[config.mk]
export PLATFORM = sky130hd
export DESIGN_NAME = synth_prog_loader
export DESIGN_NICKNAME = d
export VERILOG_FILES = /design/src/rtl/spl_pkg.sv /design/src/rtl/spl_edge_det.sv /design/src/rtl/spl_shift_reg.sv /design/src/rtl/spl_hold_reg.sv /design/src/rtl/synth_prog_loader.sv
export SDC_FILE = /design/constraint.sdc
export NUM_CORES = 1
export LEC_CHECK = 0
export BUFFER_PORTS_ARGS = -buffer_cell sky130_fd_sc_hd__clkbuf_2
export CORE_MARGIN = 2
export CORE_UTILIZATION = 56
export DETAILED_ROUTE_END_ITERATION = 12
export GPL_TIMING_DRIVEN = 0
export PLACE_DENSITY = 0.78
export SLEW_MARGIN = 30
export SYNTH_ARGS = -nofsm -noshare
export SYNTH_HDL_FRONTEND = slang
export SYNTH_SLANG_ARGS = --single-unit
[constraint.sdc]
create_clock -name clk_i -period 2.1 [get_ports clk_i]
set_clock_uncertainty 0.2 [all_clocks]
set_input_delay 0.105 -clock clk_i [delete_from_list [all_inputs] [get_ports clk_i]]
set_output_delay 0.105 -clock clk_i [all_outputs]
set_load 0.005 [all_outputs]
[src/rtl/spl_pkg.sv]
package spl_pkg;
  localparam int unsigned MAIN_W = 20;
  localparam int unsigned ENH_W  = 8;
endpackage

[src/rtl/spl_edge_det.sv]
module spl_edge_det #(
  parameter bit RISE = 1'b1
) (
  input  logic clk_i,
  input  logic rst_ni,
  input  logic lvl_i,
  output logic edge_o
);
  logic lvl_q;

  always_ff @(posedge clk_i or negedge rst_ni) begin
    if (!rst_ni) lvl_q <= 1'b0;
    else         lvl_q <= lvl_i;
  end

  generate
    if (RISE) begin : g_rise
      assign edge_o = lvl_i & ~lvl_q;
    end else begin : g_fall
      assign edge_o = ~lvl_i & lvl_q;
    end
  endgenerate
endmodule

[src/rtl/spl_shift_reg.sv]
module spl_shift_reg #(
  parameter int unsigned W = 8
) (
  input  logic         clk_i,
  input  logic         rst_ni,
  input  logic         en_i,
  input  logic         d_i,
  output logic [W-1:0] q_o
);
  always_ff @(posedge clk_i or negedge rst_ni) begin
    if (!rst_ni)   q_o <= '0;
    else if (en_i) q_o <= {q_o[W-2:0], d_i};
  end
endmodule

[src/rtl/spl_hold_reg.sv]
module spl_hold_reg #(
  parameter int unsigned W = 8
) (
  input  logic         clk_i,
  input  logic         rst_ni,
  input  logic         ld_i,
  input  logic [W-1:0] d_i,
  output logic [W-1:0] q_o
);
  always_ff @(posedge clk_i or negedge rst_ni) begin
    if (!rst_ni)   q_o <= '0;
    else if (ld_i) q_o <= d_i;
  end
endmodule

[src/rtl/synth_prog_loader.sv]
module synth_prog_loader #(
  parameter int unsigned MAIN_W = spl_pkg::MAIN_W,
  parameter int unsigned ENH_W  = spl_pkg::ENH_W
) (
  input  logic              clk_i,
  input  logic              rst_ni,
  input  logic              sclk_i,
  input  logic              sdata_i,
  input  logic              wr_i,
  input  logic              ensel_i,
  input  logic              fsel_i,
  input  logic              enh_n_i,
  output logic [MAIN_W-1:0] word_o,
  output logic [ENH_W-1:0]  enh_o
);
  logic sclk_rise, wr_rise, ensel_fall;
  logic prim_shift, enh_shift;
  logic [MAIN_W-1:0] prim_q, sec_q;
  logic [ENH_W-1:0]  enh_sr_q, enh_buf_q;

  spl_edge_det #(.RISE(1'b1)) u_sclk_edge (
    .clk_i, .rst_ni, .lvl_i(sclk_i), .edge_o(sclk_rise));
  spl_edge_det #(.RISE(1'b1)) u_wr_edge (
    .clk_i, .rst_ni, .lvl_i(wr_i), .edge_o(wr_rise));
  spl_edge_det #(.RISE(1'b0)) u_ensel_edge (
    .clk_i, .rst_ni, .lvl_i(ensel_i), .edge_o(ensel_fall));

  // shifting blocked while the write strobe is high
  assign prim_shift = sclk_rise & ~wr_i & ~ensel_i;
  assign enh_shift  = sclk_rise & ~wr_i &  ensel_i;

  spl_shift_reg #(.W(MAIN_W)) u_prim (
    .clk_i, .rst_ni, .en_i(prim_shift), .d_i(sdata_i), .q_o(prim_q));
  spl_hold_reg #(.W(MAIN_W)) u_sec (
    .clk_i, .rst_ni, .ld_i(wr_rise), .d_i(prim_q), .q_o(sec_q));
  spl_shift_reg #(.W(ENH_W)) u_enh_sr (
    .clk_i, .rst_ni, .en_i(enh_shift), .d_i(sdata_i), .q_o(enh_sr_q));
  spl_hold_reg #(.W(ENH_W)) u_enh_buf (
    .clk_i, .rst_ni, .ld_i(ensel_fall), .d_i(enh_sr_q), .q_o(enh_buf_q));

  assign word_o = fsel_i  ? prim_q : sec_q;
  assign enh_o  = enh_n_i ? '0     : enh_buf_q;

  p_shift_in_r2: assert property (@(posedge clk_i) disable iff (!rst_ni)
    (sclk_rise && !wr_i && !ensel_i) |=> (prim_q[0] == $past(sdata_i)));
  p_wr_blocks_shift_r9: assert property (@(posedge clk_i) disable iff (!rst_ni)
    wr_i |=> $stable(prim_q));
  p_enh_keeps_prim_r6: assert property (@(posedge clk_i) disable iff (!rst_ni)
    ensel_i |=> $stable(prim_q));
  p_sec_load_r4: assert property (@(posedge clk_i) disable iff (!rst_ni)
    wr_rise |=> (sec_q == $past(prim_q)));
  p_sec_hold_r4: assert property (@(posedge clk_i) disable iff (!rst_ni)
    !wr_rise |=> $stable(sec_q));
  p_enh_buf_hold_r7: assert property (@(posedge clk_i) disable iff (!rst_ni)
    ensel_i |=> $stable(enh_buf_q));
  p_enh_gate_r8: assert property (@(posedge clk_i) disable iff (!rst_ni)
    enh_n_i |-> (enh_o == '0));
endmodule

Yosys cells after proc, flatten, opt, wreduce, memory -nomap -nowiden. Cells that the tools add are included.

Bits in read-only memories: 0. Bits in registers: 59. Memories: 0. Latch bits: 0. Bits of input ports: 8. Output and inout bits: 28. RAM bits: 0.

Muxes and demuxes: 2. Reduce and logical (&&, ||, !) cells: 0. Div/mod/pow operators: 0. Shift-type cells: 0. Order comparisons: 0. $add $sub $neg: 0. Bitwise operators: 10. Equality and inequality tests: 0. Multipliers: 0.

Operator list (number): $mux W20 (1); $mux W8 (1); $and A1 B1 Y1 (6); $not A1 Y1 (4).

Logic depth before layout (Yosys ltp). Gate-level depths: netlist of run 1.

Depth in word-level cells: 4. Depth in mapped cells: 3. Gate-level depth less buffers: 2.

Cells and area by module. A second synthesis of run 1 with hierarchy kept.

Cells, all modules: 156. Area total of the unflattened synthesis: 2815.2 µm².

By module, submodules not included: spl_hold_reg (u_sec) (instances 1, cells each 42, sequential area each 500.5 µm², area an instance 823.3 µm²); spl_shift_reg (u_prim) (instances 1, cells each 42, sequential area each 500.5 µm², area an instance 823.3 µm²); synth_prog_loader (instances 1, cells each 32, sequential area each 0.0 µm², area an instance 389.1 µm²); spl_hold_reg (u_enh_buf) (instances 1, cells each 17, sequential area each 200.2 µm², area an instance 331.6 µm²); spl_shift_reg (u_enh_sr) (instances 1, cells each 17, sequential area each 200.2 µm², area an instance 331.6 µm²); spl_edge_det (instances 3, cells each 2, sequential area each 25.0 µm², area an instance 38.8 µm²).

Worst setup path before layout of run 1. No wires, ideal clock.

Path kind: register to register. Start point: register u_sclk_edge.lvl_q. End point: register u_prim.q_o[16]. Arrival time: 1.198 ns. Path buffers: 1. Setup time: 0.125 ns. Clock period less this slack: 1.523 ns. Cell stages (with the launch flop): 4. Setup slack: 0.577 ns. Data required time: 1.775 ns. Cell sequence: dfrtp_1 > nor4b_4 > buf_6 > mux2_2.

Word-level cells in the longest chain between the ends: 4.

RTL lines: from (decl) (RTL line spl_edge_det.sv:9) `logic lvl_q;`; from (signal assigned) (RTL line spl_edge_det.sv:13) `else lvl_q <= lvl_i;`; $not A1 Y1 (RTL line spl_edge_det.sv:18) `assign edge_o = lvl_i & ~lvl_q;`; $and A1 B1 Y1 (RTL line spl_edge_det.sv:18); $and A1 B1 Y1 (2 in series) (RTL line synth_prog_loader.sv:29) `assign prim_shift = sclk_rise & ~wr_i & ~ensel_i;`; to (signal assigned) (RTL line spl_shift_reg.sv:12) `else if (en_i) q_o <= {q_o[W-2:0], d_i};`; to (decl) (RTL line spl_shift_reg.sv:8) `output logic [W-1:0] q_o`.

Every way passes these cells. A chain may end at the register's enable or synchronous reset.

Worst setup path in the final report of run 1.
Start point: input wr_i. End point: register u_prim.q_o[1].

Word-level cells in the longest chain between the ends: 3.

RTL lines: from (decl) (RTL line synth_prog_loader.sv:9) `input logic wr_i,`; $not A1 Y1 (RTL line synth_prog_loader.sv:29); $and A1 B1 Y1 (2 in series) (RTL line synth_prog_loader.sv:29).

Every way passes these cells.

==> flow_metrics.tcl, run 1 <==
set metrics [dict create \
    clock_sinks 59 \
    syn2layout_area_growth_pct 19.9 \
    timing.fmax_mhz 595 \
    layout_commonest_cell "mux2_2" \
    final_cell_mix "mux2_2, dfrtp_1, clkbuf_2" \
    avgSynthCellArea_sq_um 16.1 \
    grt.overflow.total 0 \
    r2r_end "u_prim.q_o[1]$_DFFE_PN0P_" \
    power_density_mw_per_mm2 954 \
    relSlewSlack 0.476 \
    worst_slack_ps 418 \
    seq_power_share 0.489 \
    rrSetupSlack_ps 450 \
    r2r_cells 3 \
    required_ps 2110 \
    tightest_slew_ps 786 \
    root_buffer "clkbuf_8" \
    hold_slack_ps 220 \
    rr_startpoint "u_sclk_edge.lvl_q$_DFF_PN0_" \
    post-route-min-period_ps 1680 \
    die_w_um 70.7 \
    final-hold-violation-count 0 \
    cts_buffers 9 \
    p_sw_mw 0.667 \
    grt_max_degree 60 \
    dieArea_sq_mm 0.00500 \
    drt_iter0_markers 66 \
    synth_cell_type_count 10 \
    portBuffers 34 \
    arrival_ps 1690 \
    wl_per_cell_um 16.3 \
    post-dp-hpwl_um 2780 \
    critPathCaptureType "flip-flop" \
    cts_resized 0 \
    clockPowerShare 0.381 \
    layout.cells.non_filler 262 \
    drc 0 \
    finalCritPeriodShare 0.801 \
    fp-row-count 24 \
    fin_nets 213 \
    vias 1402 \
    initial_utilization 0.577 \
    cp-start-kind "input pin" \
    synth_largest_area_cell "dfrtp_1" \
    yosysSeqAreaShare 0.592 \
    p_int_mw 2.18 \
    clk_pin_slew_ps 60 \
    p_leak_nw 1.54 \
    routed_wl_um 4280 \
    vdd_drop_max_v 0.000495 \
    status "finished clean" \
    setup_viol 0 \
    ys_seq_elements 59 \
    synth_cells 155 \
    track_usage 0.186 \
    rsz0062_at_grt "false" \
    die_y_um 70.7 \
    grt_antenna_before_repair 0 \
    critical_path.max_fanout 10 \
    antenna_cells 0 \
    synthDominantCellAreaShare 0.592 \
    cts-htree-levels 3 \
    drive_above_1_share 0.633 \
    grt_pass1_vias 1521 \
    comb_power_share 0.130 \
    gp_congestion 0.749 \
    cts.path.max_buffers 2 \
    slew_violations 0 \
    crit_type "in2reg" \
    fin_tns_setup_ps 0 \
    cts_tree "built" \
    coreArea_sq_mm 0.00432 \
    synth.top_cells.by_area "dfrtp_1, mux2_2, nor2b_1, buf_6, nor4b_4" \
    avgViaCountPerCell 5.35 \
    drt_pass1_iterations 4 \
    synth_area_sq_mm 0.00249 \
    hold_class "in2async" \
    max-cap-violations 0 \
    ios 36 \
    syn-num-nets 163 \
    antenna_left 0 \
    swShare 0.234 \
    clk_latency_ps 330 \
    pre_cts_slack_ps 457 \
    dpl.cell_count 241 \
    ys_warn_count 0 \
    grt_first_pass_wirelength_um 7010 \
]
-- worst max-delay path, stage by stage --
cell,delay (ps)
dlygate4sd3_1,530
clkbuf_2,160
nor4b_4,340
buf_6,210
mux2_2,350
-- worst max path at each step --
stage | startpoint | endpoint | cells past startpoint
6_report | wr_i | u_prim.q_o[1]$_DFFE_PN0P_ | 5
5_1_grt | wr_i | u_prim.q_o[1]$_DFFE_PN0P_ | 5
4_1_cts | wr_i | u_prim.q_o[1]$_DFFE_PN0P_ | 5
3_5_place_dp | u_sclk_edge.lvl_q$_DFF_PN0_ | u_prim.q_o[1]$_DFFE_PN0P_ | 3
3_3_place_gp | u_sclk_edge.lvl_q$_DFF_PN0_ | u_prim.q_o[8]$_DFFE_PN0P_ | 3
2_1_floorplan | u_sclk_edge.lvl_q$_DFF_PN0_ | u_prim.q_o[16]$_DFFE_PN0P_ | 3
-- power by group through the flow --
stage               Combinational [mW]  Clock [mW]  Sequential, mW
finish                           0.372        1.09            1.39
global route                     0.405        1.16            1.42
CTS                              0.380        1.11            1.39
detailed placement               0.367           0            1.41
global placement                 0.350           0            1.40
floorplan                        0.248           0            1.38
-- Yosys cell counts --
library cell and instances:
and4bb_1 1, buf_2 3, buf_4 2, buf_6 3, dfrtp_1 59, mux2_1 1, mux2_2 75, nand2b_1 1
nor2b_1 9, nor4b_4 1
-- layer usage --
layer | track usage | wire (um)
met4 | 0.0776 | 55
met2 | 0.292 | 2040
met5 | 0 | 0
met3 | 0.0812 | 234
met1 | 0.228 | 1950
-- timing repair --
item                                   4_1_cts  5_1_grt
setup buffers                                0        0
endpoints found under the hold margin       64        0
hold buffers                                 5        0
-- state kept, by name, summed over array words and instances (netlist names) --
signal	count
u_prim.q_o	20
u_sec.q_o	20
u_enh_buf.q_o	8
u_enh_sr.q_o	8
u_ensel_edge.lvl_q	1
u_sclk_edge.lvl_q	1
u_wr_edge.lvl_q	1
-- kinds of logic (layout without fill, tap and decap cells) --
group,Yosys count,count (layout),synth area share
and+or+nand+nor,12,12,0.0396
muxes,76,76,0.343
buffers and inverters,8,63,0.0256
DFF,59,59,0.592
-- stage by stage --
stage                util  area, sq um  power [mW]
global placement    0.631         2730        1.75
global route        0.692         2990        2.98
finish              0.692         2990        2.85
floorplan               -         2490        1.62
detailed placement  0.632         2730        1.78
CTS                 0.692         2990        2.88
-- cell type report --
type,count,area (sq um)
well taps,52,65.1
flip-flops and latches,59,1480
plain buffers,8,63.8
clock inverters,6,80.1
fillers,305,1330
repair buffers,39,223
clock buffers,10,128
multi-input cells,88,955
No activity file was read; power rests on OpenSTA's default activity.
==> inputs of run 2 (changes only) <==
--- a/config.mk
+++ b/config.mk
@@ -7,10 +7,10 @@
 export LEC_CHECK = 0
 export BUFFER_PORTS_ARGS = -buffer_cell sky130_fd_sc_hd__clkbuf_2
 export CORE_MARGIN = 2
-export CORE_UTILIZATION = 56
+export CORE_UTILIZATION = 50
 export DETAILED_ROUTE_END_ITERATION = 12
 export GPL_TIMING_DRIVEN = 0
-export PLACE_DENSITY = 0.78
+export PLACE_DENSITY = 0.74
 export SLEW_MARGIN = 30
 export SYNTH_ARGS = -nofsm -noshare
 export SYNTH_HDL_FRONTEND = slang
==> constraint.sdc (replaced) <==
create_clock -name clk_i -period 1.37 [get_ports clk_i]
set_clock_uncertainty 0.2 [all_clocks]
set_input_delay 0.0685 -clock clk_i [delete_from_list [all_inputs] [get_ports clk_i]]
set_output_delay 0.0685 -clock clk_i [all_outputs]
set_load 0.005 [all_outputs]
==> flow_metrics.tcl, run 2 (same netlist as run 1, synthesis figures left out) <==
set metrics [dict create \
    crit_type "reg2reg" \
    rrSetupSlack_ps -210 \
    tightest_slew_ps 788 \
    drive_above_1_share 0.686 \
    status "complete, but fails checks" \
    final-hold-violation-count 0 \
    wl_per_cell_um 15.9 \
    drt_pass1_iterations 4 \
    max-cap-violations 0 \
    drt_iter0_markers 63 \
    cp_slowest_cell "dfrtp_1" \
    min_path_cells 4 \
    setup_viol 45 \
    antenna_cells 0 \
    critical_path.max_fanout 10 \
    arrival_ps 1580 \
    grt_max_degree 60 \
    drc 0 \
    coreArea_sq_mm 0.00475 \
    min_from "ensel_i" \
    cts-htree-levels 3 \
    gp_congestion 0.751 \
    cts.path.max_buffers 2 \
    clk_pin_slew_ps 60 \
    place_area_sq_mm 0.00278 \
    hold_class "in2reg" \
    r2r_end "u_prim.q_o[1]$_DFFE_PN0P_" \
    cts_tree "built" \
    hold_path_end "u_prim.q_o[13]$_DFFE_PN0P_" \
    antenna_left 0 \
    post-dp-hpwl_um 2740 \
    relSlewSlack 0.475 \
    rsz0062_at_grt "true" \
    syn2layout_area_growth_pct 38.1 \
    fp-row-count 25 \
    required_ps 1380 \
    hold_slack_ps 118 \
    slew_violations 0 \
    finalCritPeriodShare 1.15 \
    fin_nets 249 \
    r2r_cells 3 \
    path_buf_inv 1 \
    layout_commonest_cell "dfrtp_1" \
    grt_first_pass_wirelength_um 7940 \
    ios 36 \
    grt_antenna_before_repair 0 \
    routed_wl_um 4910 \
    power_density_mw_per_mm2 1240 \
    finish.utilization 0.725 \
    avgViaCountPerCell 5.08 \
    cp-start-kind "flip-flop" \
    total_power_mw 4.29 \
    clk_latency_ps 320 \
    top_regs "u_prim.q_o (20), u_sec.q_o (20)" \
    grt_pass1_vias 1619 \
    fin_tns_setup_ps -5720 \
    die_y_um 74.6 \
    clock_sinks 59 \
    p_leak_nw 1.81 \
    postLayoutCellArea_sq_mm 0.00345 \
    cp_slowest_stage_delay_ps 410 \
    root_buffer "clkbuf_8" \
    track_usage 0.197 \
    grt.overflow.total 0 \
    critPathCaptureType "flip-flop" \
    portBuffers 34 \
    vdd_drop_max_v 0.000913 \
    cp_top_family "flip-flops" \
    cts_buffers 9 \
    die_w_um 74.6 \
    worst_slack_ps -207 \
    violations "negative setup slack" \
    final_cell_mix "dfrtp_1, mux2_4, buf_4" \
    timing.fmax_mhz 634 \
    initial_utilization 0.525 \
    rr_startpoint "u_sclk_edge.lvl_q$_DFF_PN0_" \
    dieArea_sq_mm 0.00557 \
    cp_cell_sequence "nor4b_4 > buf_6 > mux2_2" \
    vias 1569 \
    post-route-min-period_ps 1580 \
]
run 2: cell count changes in the layout (fill, tap and decap cells not counted):
cell       delta
buf_8         +2
buf_12        +2
buf_6         +2
clkbuf_8      +2
nor2b_4       +1
nor2b_1       -1
clkbuf_2      -1
mux2_2       -43
clkinv_2      -4
mux2_4       +43
bufinv_16     -2
buf_4        +31
run 2: worst max path at each step:
stage	slack (ps)	end	depth (start not counted)	from
after floorplan	-90	u_prim.q_o[16]$_DFFE_PN0P_	3	u_sclk_edge.lvl_q$_DFF_PN0_
final	-210	u_prim.q_o[1]$_DFFE_PN0P_	3	u_sclk_edge.lvl_q$_DFF_PN0_
after global placement	-180	u_prim.q_o[1]$_DFFE_PN0P_	3	u_sclk_edge.lvl_q$_DFF_PN0_
after global routing	-250	u_prim.q_o[1]$_DFFE_PN0P_	3	u_sclk_edge.lvl_q$_DFF_PN0_
after CTS	-210	u_prim.q_o[18]$_DFFE_PN0P_	3	u_sclk_edge.lvl_q$_DFF_PN0_
after detailed placement	-200	u_prim.q_o[2]$_DFFE_PN0P_	3	u_sclk_edge.lvl_q$_DFF_PN0_
run 2: routing by layer:
layer | vias up | part of all wire | GRT usage
met5 | - | 0 | 0
met1 | 814 | 0.46 | 0.245
met3 | 6 | 0.033 | 0.0455
met2 | 30 | 0.50 | 0.318
li1 | 719 | - | -
met4 | 0 | 0.012 | 0.113
run 2: area by class of cell:
cell class                 count  area, sq um
clock buffer                  12          155
fill                         333         1310
tap                           67         83.8
buffer                         8         75.1
timing repair buffer          75          532
multi-input combinational     88         1120
sequential                    59         1480
run 2: power breakdown:
part	internal [mW]	switching (mW)	leakage (nW)	total [mW]
Combinational	0.568	0.277	0.933	0.844
Clock	0.715	0.594	0.0803	1.31
Sequential	1.98	0.150	0.792	2.13
run 2: worst min-delay path, cell delays in order:
cell	delay (ps)
clkbuf_2	130
nor4b_4	60
buf_6	150
mux2_4	200
run 2: stage by stage:
step           worst slack (ps)  std cells
6_report                   -207        309
5_1_grt                    -246        309
4_1_cts                    -213        295
3_5_place_dp               -202        256
3_3_place_gp               -175        256
2_1_floorplan             -91.2        155
run 2: repair_timing:
action | 4_1_cts | 5_1_grt
hold buffers | 5 | 0
resized for setup | 31 | 15
setup buffers | 20 | 15
gates cloned | 2 | 0
hold endpoints to repair | 64 | 0
setup endpoints to repair | 67 | 68
pin swaps | 1 | 0
